$ cat src/rtl/escdet_pkg.sv
`timescale 1ns/1ps
package escdet_pkg;

  // strobes from the sequencing control into the datapath
  typedef struct packed {
    logic loadOne;   // first escape character accepted
    logic bump;      // further escape character accepted
    logic clear;     // drop the match count
    logic fire;      // post-idle met, raise the pulse
  } escCtl_t;

  typedef enum logic [1:0] {
    ST_IDLE  = 2'd0,
    ST_COUNT = 2'd1,
    ST_POST  = 2'd2
  } escState_e;

endpackage

$ cat src/rtl/escdet_datapath.sv
`timescale 1ns/1ps
module escdet_datapath
  import escdet_pkg::*;
#(
  parameter int TIME_W = 24,
  parameter int CHAR_W = 8,
  parameter int CNT_W  = 8
) (
  input  logic              clk,
  input  logic              rstN,
  input  logic              byteValid,
  input  logic [CHAR_W-1:0] byteData,
  input  logic [TIME_W-1:0] timeNow,
  input  logic [CHAR_W-1:0] escChar,
  input  logic [CNT_W-1:0]  escCount,
  input  logic [TIME_W-1:0] preIdle,
  input  logic [TIME_W-1:0] gapLimit,
  input  logic [TIME_W-1:0] postIdle,
  input  escCtl_t           ctl,
  output logic              isTarget,
  output logic              preOk,
  output logic              gapOk,
  output logic              postOk,
  output logic              cntHit,
  output logic              enabled,
  output logic [CNT_W-1:0]  matchCnt
);

  localparam int CNT_EXT_W = CNT_W + 1;

  logic [TIME_W-1:0] lastTime;
  logic              seenAny;
  logic [TIME_W-1:0] elapsed;
  logic [CNT_EXT_W-1:0] cntNext;

  // timestamp of the most recent byte, any value
  always_ff @(posedge clk or negedge rstN) begin
    if (!rstN) begin
      lastTime <= '0;
      seenAny  <= 1'b0;
    end else if (byteValid) begin
      lastTime <= timeNow;
      seenAny  <= 1'b1;
    end
  end

  // modular difference handles the timebase wrap
  assign elapsed = timeNow - lastTime;

  assign isTarget = (byteData == escChar);
  assign preOk    = !seenAny || (elapsed >= preIdle);
  assign gapOk    = (elapsed <= gapLimit);
  assign postOk   = (elapsed >= postIdle);
  assign enabled  = (escCount != '0);

  assign cntNext  = {1'b0, matchCnt} + CNT_EXT_W'(1);
  assign cntHit   = (cntNext == {1'b0, escCount});

  always_ff @(posedge clk or negedge rstN) begin
    if (!rstN) begin
      matchCnt <= '0;
    end else if (ctl.clear) begin
      matchCnt <= '0;
    end else if (ctl.loadOne) begin
      matchCnt <= CNT_W'(1);
    end else if (ctl.bump) begin
      matchCnt <= cntNext[CNT_W-1:0];
    end
  end

endmodule

$ cat src/rtl/escdet_control.sv
`timescale 1ns/1ps
module escdet_control
  import escdet_pkg::*;
(
  input  logic    clk,
  input  logic    rstN,
  input  logic    byteValid,
  input  logic    isTarget,
  input  logic    preOk,
  input  logic    gapOk,
  input  logic    postOk,
  input  logic    cntHit,
  input  logic    enabled,
  output escCtl_t ctl,
  output logic    detectIrq
);

  escState_e state;
  escState_e stateNxt;

  always_comb begin
    ctl      = '0;
    stateNxt = state;
    if (!enabled) begin
      ctl.clear = 1'b1;
      stateNxt  = ST_IDLE;
    end else begin
      case (state)
        ST_IDLE: begin
          if (byteValid) begin
            if (isTarget && preOk) begin
              ctl.loadOne = 1'b1;
              stateNxt    = cntHit ? ST_POST : ST_COUNT;
            end else begin
              ctl.clear = 1'b1;
            end
          end
        end
        ST_COUNT: begin
          if (byteValid) begin
            if (isTarget && gapOk) begin
              ctl.bump = 1'b1;
              if (cntHit) stateNxt = ST_POST;
            end else begin
              ctl.clear = 1'b1;
              stateNxt  = ST_IDLE;
            end
          end
        end
        ST_POST: begin
          // a new byte has priority over the expiring wait
          if (byteValid) begin
            ctl.clear = 1'b1;
            stateNxt  = ST_IDLE;
          end else if (postOk) begin
            ctl.fire  = 1'b1;
            ctl.clear = 1'b1;
            stateNxt  = ST_IDLE;
          end
        end
        default: begin
          ctl.clear = 1'b1;
          stateNxt  = ST_IDLE;
        end
      endcase
    end
  end

  always_ff @(posedge clk or negedge rstN) begin
    if (!rstN) begin
      state     <= ST_IDLE;
      detectIrq <= 1'b0;
    end else begin
      state     <= stateNxt;
      detectIrq <= ctl.fire;
    end
  end

endmodule

$ cat src/rtl/escape_seq_detector.sv
`timescale 1ns/1ps
module escape_seq_detector
  import escdet_pkg::*;
#(
  parameter int TIME_W = 24,
  parameter int CHAR_W = 8,
  parameter int CNT_W  = 8
) (
  input  logic              clk,
  input  logic              rstN,
  input  logic              byteValid,
  input  logic [CHAR_W-1:0] byteData,
  input  logic [TIME_W-1:0] timeNow,
  input  logic [CHAR_W-1:0] escChar,
  input  logic [CNT_W-1:0]  escCount,
  input  logic [TIME_W-1:0] preIdle,
  input  logic [TIME_W-1:0] gapLimit,
  input  logic [TIME_W-1:0] postIdle,
  output logic              detectIrq
);

  escCtl_t          ctl;
  logic             isTarget;
  logic             preOk;
  logic             gapOk;
  logic             postOk;
  logic             cntHit;
  logic             enabled;
  logic [CNT_W-1:0] matchCnt;

  escdet_datapath #(
    .TIME_W(TIME_W),
    .CHAR_W(CHAR_W),
    .CNT_W (CNT_W)
  ) dp_i (
    .clk      (clk),
    .rstN     (rstN),
    .byteValid(byteValid),
    .byteData (byteData),
    .timeNow  (timeNow),
    .escChar  (escChar),
    .escCount (escCount),
    .preIdle  (preIdle),
    .gapLimit (gapLimit),
    .postIdle (postIdle),
    .ctl      (ctl),
    .isTarget (isTarget),
    .preOk    (preOk),
    .gapOk    (gapOk),
    .postOk   (postOk),
    .cntHit   (cntHit),
    .enabled  (enabled),
    .matchCnt (matchCnt)
  );

  escdet_control ctl_i (
    .clk      (clk),
    .rstN     (rstN),
    .byteValid(byteValid),
    .isTarget (isTarget),
    .preOk    (preOk),
    .gapOk    (gapOk),
    .postOk   (postOk),
    .cntHit   (cntHit),
    .enabled  (enabled),
    .ctl      (ctl),
    .detectIrq(detectIrq)
  );

endmodule

$ cat config.mk
export PLATFORM = sky130hd
export DESIGN_NAME = escape_seq_detector
export DESIGN_NICKNAME = d
export VERILOG_FILES = /design/src/rtl/escdet_pkg.sv /design/src/rtl/escdet_datapath.sv /design/src/rtl/escdet_control.sv /design/src/rtl/escape_seq_detector.sv
export SDC_FILE = /design/constraint.sdc
export NUM_CORES = 1
export LEC_CHECK = 0
export ABC_AREA = 1
export BUFFER_PORTS_ARGS = -buffer_cell sky130_fd_sc_hd__buf_2
export CORE_ASPECT_RATIO = 0.8
export CORE_MARGIN = 2
export CORE_UTILIZATION = 51
export CTS_CLUSTER_DIAMETER = 120
export DETAILED_ROUTE_END_ITERATION = 6
export HOLD_SLACK_MARGIN = 0.02
export PLACE_DENSITY = 0.77
export SETUP_SLACK_MARGIN = 0.3
export SYNTH_ARGS = -nofsm -noshare
export SYNTH_HDL_FRONTEND = slang
export SYNTH_SLANG_ARGS = --single-unit
$ cat constraint.sdc
create_clock -name clk -period 3.01 [get_ports clk]
set_clock_uncertainty 0.2 [all_clocks]
set_input_delay 0.1505 -clock clk [delete_from_list [all_inputs] [get_ports clk]]
set_output_delay 0.1505 -clock clk [all_outputs]
set_load 0.01 [all_outputs]
==> impl_metrics.ini <==
[critical_path]
critPathCaptureType = flip-flop
rrSetupSlack_ns = -0.62
r2r-start = dp_i.lastTime[4]
critical_path_class = flip-flop to flip-flop
critPathMaxFanout = 6
r2r.worst_path.cells = 20
critPathArrivalTime_ns = 3.64
cpPeakStageDelay_ns = 0.34
required_ns = 3.02
cp_slowest_cell = dfrtp_1
critPathBufInv = 2
crit_chain = inv_1 > ha_4 > nand2_2 > o21ai_2 > nand2_1 > o211ai_1 > a31oi_1 > o21bai_1 > xor2_1 > ha_1 > nand2_1 > nor2_2 > nand4_1 > nor2_2 > nand3_2 > nand2_4 > nand4_4 > clkinv_2 > nand3_1 > a21oi_2
rr_endpoint = dp_i.matchCnt[1]
path_delay_family = simple AND/OR/NAND/NOR gates
cp-start-kind = flip-flop

[yosys]
synth_flop_cell = dfrtp_1
async_flop_share = 1.00
synth_edf_count = 0
synth_cells = 824
syn_area_um2 = 5280
ys_ff_latch = 36
postSynthAreaPerCell_um2 = 6.41
syn_nets = 1044
ys_warn_count = 0
ys_seq_area_frac = 0.171
synth_cell_type_count = 35

[status]
status = finished, violations left
violations = setup timing

[floorplan]
start_util = 0.520
io_pins = 124
die_w_um = 118
dieHeight_um = 95.0
num_rows = 33
core_um2 = 10200
die_area_um2 = 11200

[detailed_routing]
wl_per_cell_um = 13.2
vias_per_cell = 5.07
drt_pass1_iterations = 5
vias = 6049
drt_wl_total_um = 15700
drt_iter0_markers = 373
ant_nets = 0
drc_errors = 0

[clock_tree]
htree_levels = 2
cts-buffers-inserted = 5
clk_pin_slew_ns = 0.06
clkLatencyLatePin_ns = 0.29
clockBufferDepth = 2
clock_sinks = 36
cts_tree = built
cts_root_buf = clkbuf_16

[power]
ir_worst_vdd_mv = 0.235
powerDensity_nw_per_um2 = 403
p_seq_frac = 0.174
p_sw_w = 0.00135
intPower_w = 0.00174
power_w = 0.00309
p_clk_frac = 0.169
p_sw_frac = 0.436
leakagePower_nw = 4.25
pwr-share-comb = 0.657

[finish]
syn_to_final_growth_pct = 45.3
multi_input_area_um2 = 4350
nNetsFinal = 1271
n_antenna_cell = 0
drive_above_1_share = 0.319
fillers = 817
regArea_um2 = 901

[timing]
finalHoldViolCount = 0
grt_setup_unrepaired = true
layout_worst_path_cycle_share = 1.21
tightest_slew_ns = 0.833
tns_ns = -5.38
setup_ws_ns = -0.617
drv_slew = 0
setup_viol = 11
period_needed_ns = 3.63
max_freq_mhz = 276
slew_headroom = 0.445

[worst_hold_path]
worstHoldStart = escCount[4]
hold_depth = 5
hp-class = primary input to flip-flop
hold_path_end = ctl_i.state[1]

[grt]
antenna_found_initial = 0
grt.total_usage = 0.276
grt_pass1_wl_um = 25300
overflow = 0
grt_max_degree = 48
grt_pass1_vias = 5603

[placed_design]
place_congestion = 0.903
io_buffers = 123
dpl.hpwl_um = 11900

[run]
maxCapViolCount = 0
-- metal layers --
layer / wire [um] / GRT usage / share of wire / vias to the layer above
li1: - / - / - / 3113
met1: 7280 / 0.375 / 0.46 / 2703
met2: 7290 / 0.479 / 0.46 / 214
met3: 985 / 0.0399 / 0.063 / 19
met4: 174 / 0.0432 / 0.011 / 0
met5: 0 / 0 / 0 / -
-- tightest hold or removal path: stages --
cell	delay [ns]
buf_2	0.09
nor4_1	0.08
nor2_1	0.10
nand2_1	0.08
nand2_1	0.08
-- cells in the mapped netlist, types with 2 or more instances --
cell / instances / area (um^2)
o2111ai_1: 2 / 17.5
a21oi_1: 63 / 315
nand2_1: 215 / 807
o21ai_0: 42 / 210
a31oi_1: 2 / 12.5
or2_1: 2 / 12.5
nand4_4: 2 / 42.5
o21bai_1: 6 / 45.0
a21o_1: 8 / 60.1
nor2_2: 2 / 12.5
nand3_2: 2 / 20.0
nor2_1: 62 / 233
or2_2: 2 / 12.5
xor2_1: 16 / 140
nand3_1: 43 / 215
dfrtp_1: 36 / 901
clkbuf_1: 4 / 15.0
inv_1: 169 / 634
nor3_1: 5 / 25.0
and2_1: 2 / 12.5
xnor2_1: 12 / 105
nand4_1: 16 / 100
ha_1: 96 / 1200
o211ai_1: 2 / 15.0
o21a_1: 3 / 22.5
-- sequential cells by signal, summed over array words and instances, names as in the netlist --
| signal | flops |
|---|---|
| dp_i.seenAny | 1 |
| ctl_i.detectIrq | 1 |
| dp_i.lastTime | 24 |
| ctl_i.state | 2 |
| dp_i.matchCnt | 8 |
-- metrics by stage --
step / hold WS (ns) / utilization / instances / setup slack (ns) / area [um^2]
4_1_cts: 0.107 / 0.735 / 1188 / -0.441 / 7460
6_report: 0.146 / 0.755 / 1192 / -0.617 / 7670
3_5_place_dp: 0.0884 / 0.663 / 1151 / -0.703 / 6730
2_1_floorplan: -0.345 / - / 824 / -0.0833 / 5440
5_1_grt: 0.186 / 0.755 / 1192 / -0.786 / 7670
3_3_place_gp: 0.0863 / 0.663 / 1151 / -0.657 / 6730
-- what timing repair did --
| action | 4_1_cts | 5_1_grt |
|---|---|---|
| hold buffers | 25 | 0 |
| gates resized for setup | 75 | 44 |
| gates cloned | 1 | 0 |
| pin swaps | 33 | 29 |
| hold endpoints to repair | 60 | 0 |
| buffers inserted | 3 | 4 |
| endpoints found under the setup margin | 11 | 11 |
-- logic make-up after synthesis --
kind of cell,Yosys count,share of synthesized area
DFF,36,0.171
xor gates and xnor gates,28,0.0465
buffers and inverters,176,0.126
adders and majority gates,97,0.231
and+or+nand+nor,357,0.290
AOI/OAI and AO/OA,130,0.136
-- placed cells by master, fill, tap and decap left out, types with 3 or more instances in the layout --
cell type      instances
nand2_1              195
inv_1                158
buf_2                123
ha_1                  81
buf_4                 75
nor2_1                53
dfrtp_1               36
a21oi_1               33
o21ai_0               29
nand3_1               28
a21oi_2               27
dlygate4sd3_1         25
nand2_2               17
nand3_2               16
nand4_1               16
ha_4                  15
xor2_1                13
xnor2_1               12
inv_2                 11
o21ai_1                8
a21o_1                 8
nor2_2                 6
o21bai_1               6
o21ai_2                5
nor2_4                 5
clkbuf_16              5
a21oi_4                4
nand2_4                3
o21a_1                 3
xor2_2                 3
nor3_1                 3
nand4_4                3
clkinv_2               3
-- power groups by stage --
stage / sequential (W) / clock, W / combinational, W
4_1_cts: 0.000538 / 0.000524 / 0.00193
3_5_place_dp: 0.000545 / 0 / 0.00173
5_1_grt: 0.000542 / 0.000554 / 0.00228
3_3_place_gp: 0.000544 / 0 / 0.00169
2_1_floorplan: 0.000541 / 0 / 0.00111
6_report: 0.000540 / 0.000522 / 0.00203
-- worst max-delay path by stage --
stage / start / endpoint / slack [ns] / cells past startpoint
final: dp_i.lastTime[4] / dp_i.matchCnt[1] / -0.62 / 20
after global routing: dp_i.lastTime[16] / dp_i.matchCnt[1] / -0.79 / 21
after CTS: dp_i.lastTime[0] / dp_i.matchCnt[4] / -0.44 / 20
after detailed placement: dp_i.lastTime[4] / dp_i.matchCnt[4] / -0.70 / 20
after global placement: dp_i.lastTime[11] / dp_i.matchCnt[1] / -0.66 / 20
after floorplan: dp_i.lastTime[0] / dp_i.matchCnt[4] / -0.08 / 19
-- layout make-up --
type | instances | area share
clock buffers | 5 | 0.0163
clock inverters | 3 | 0.00245
inverters | 170 | 0.0834
multi-input cells | 613 | 0.567
flip-flops and latches | 36 | 0.117
well taps | 140 | 0.0228
repair buffers | 225 | 0.190
No activity file was read; power rests on OpenSTA's default activity.
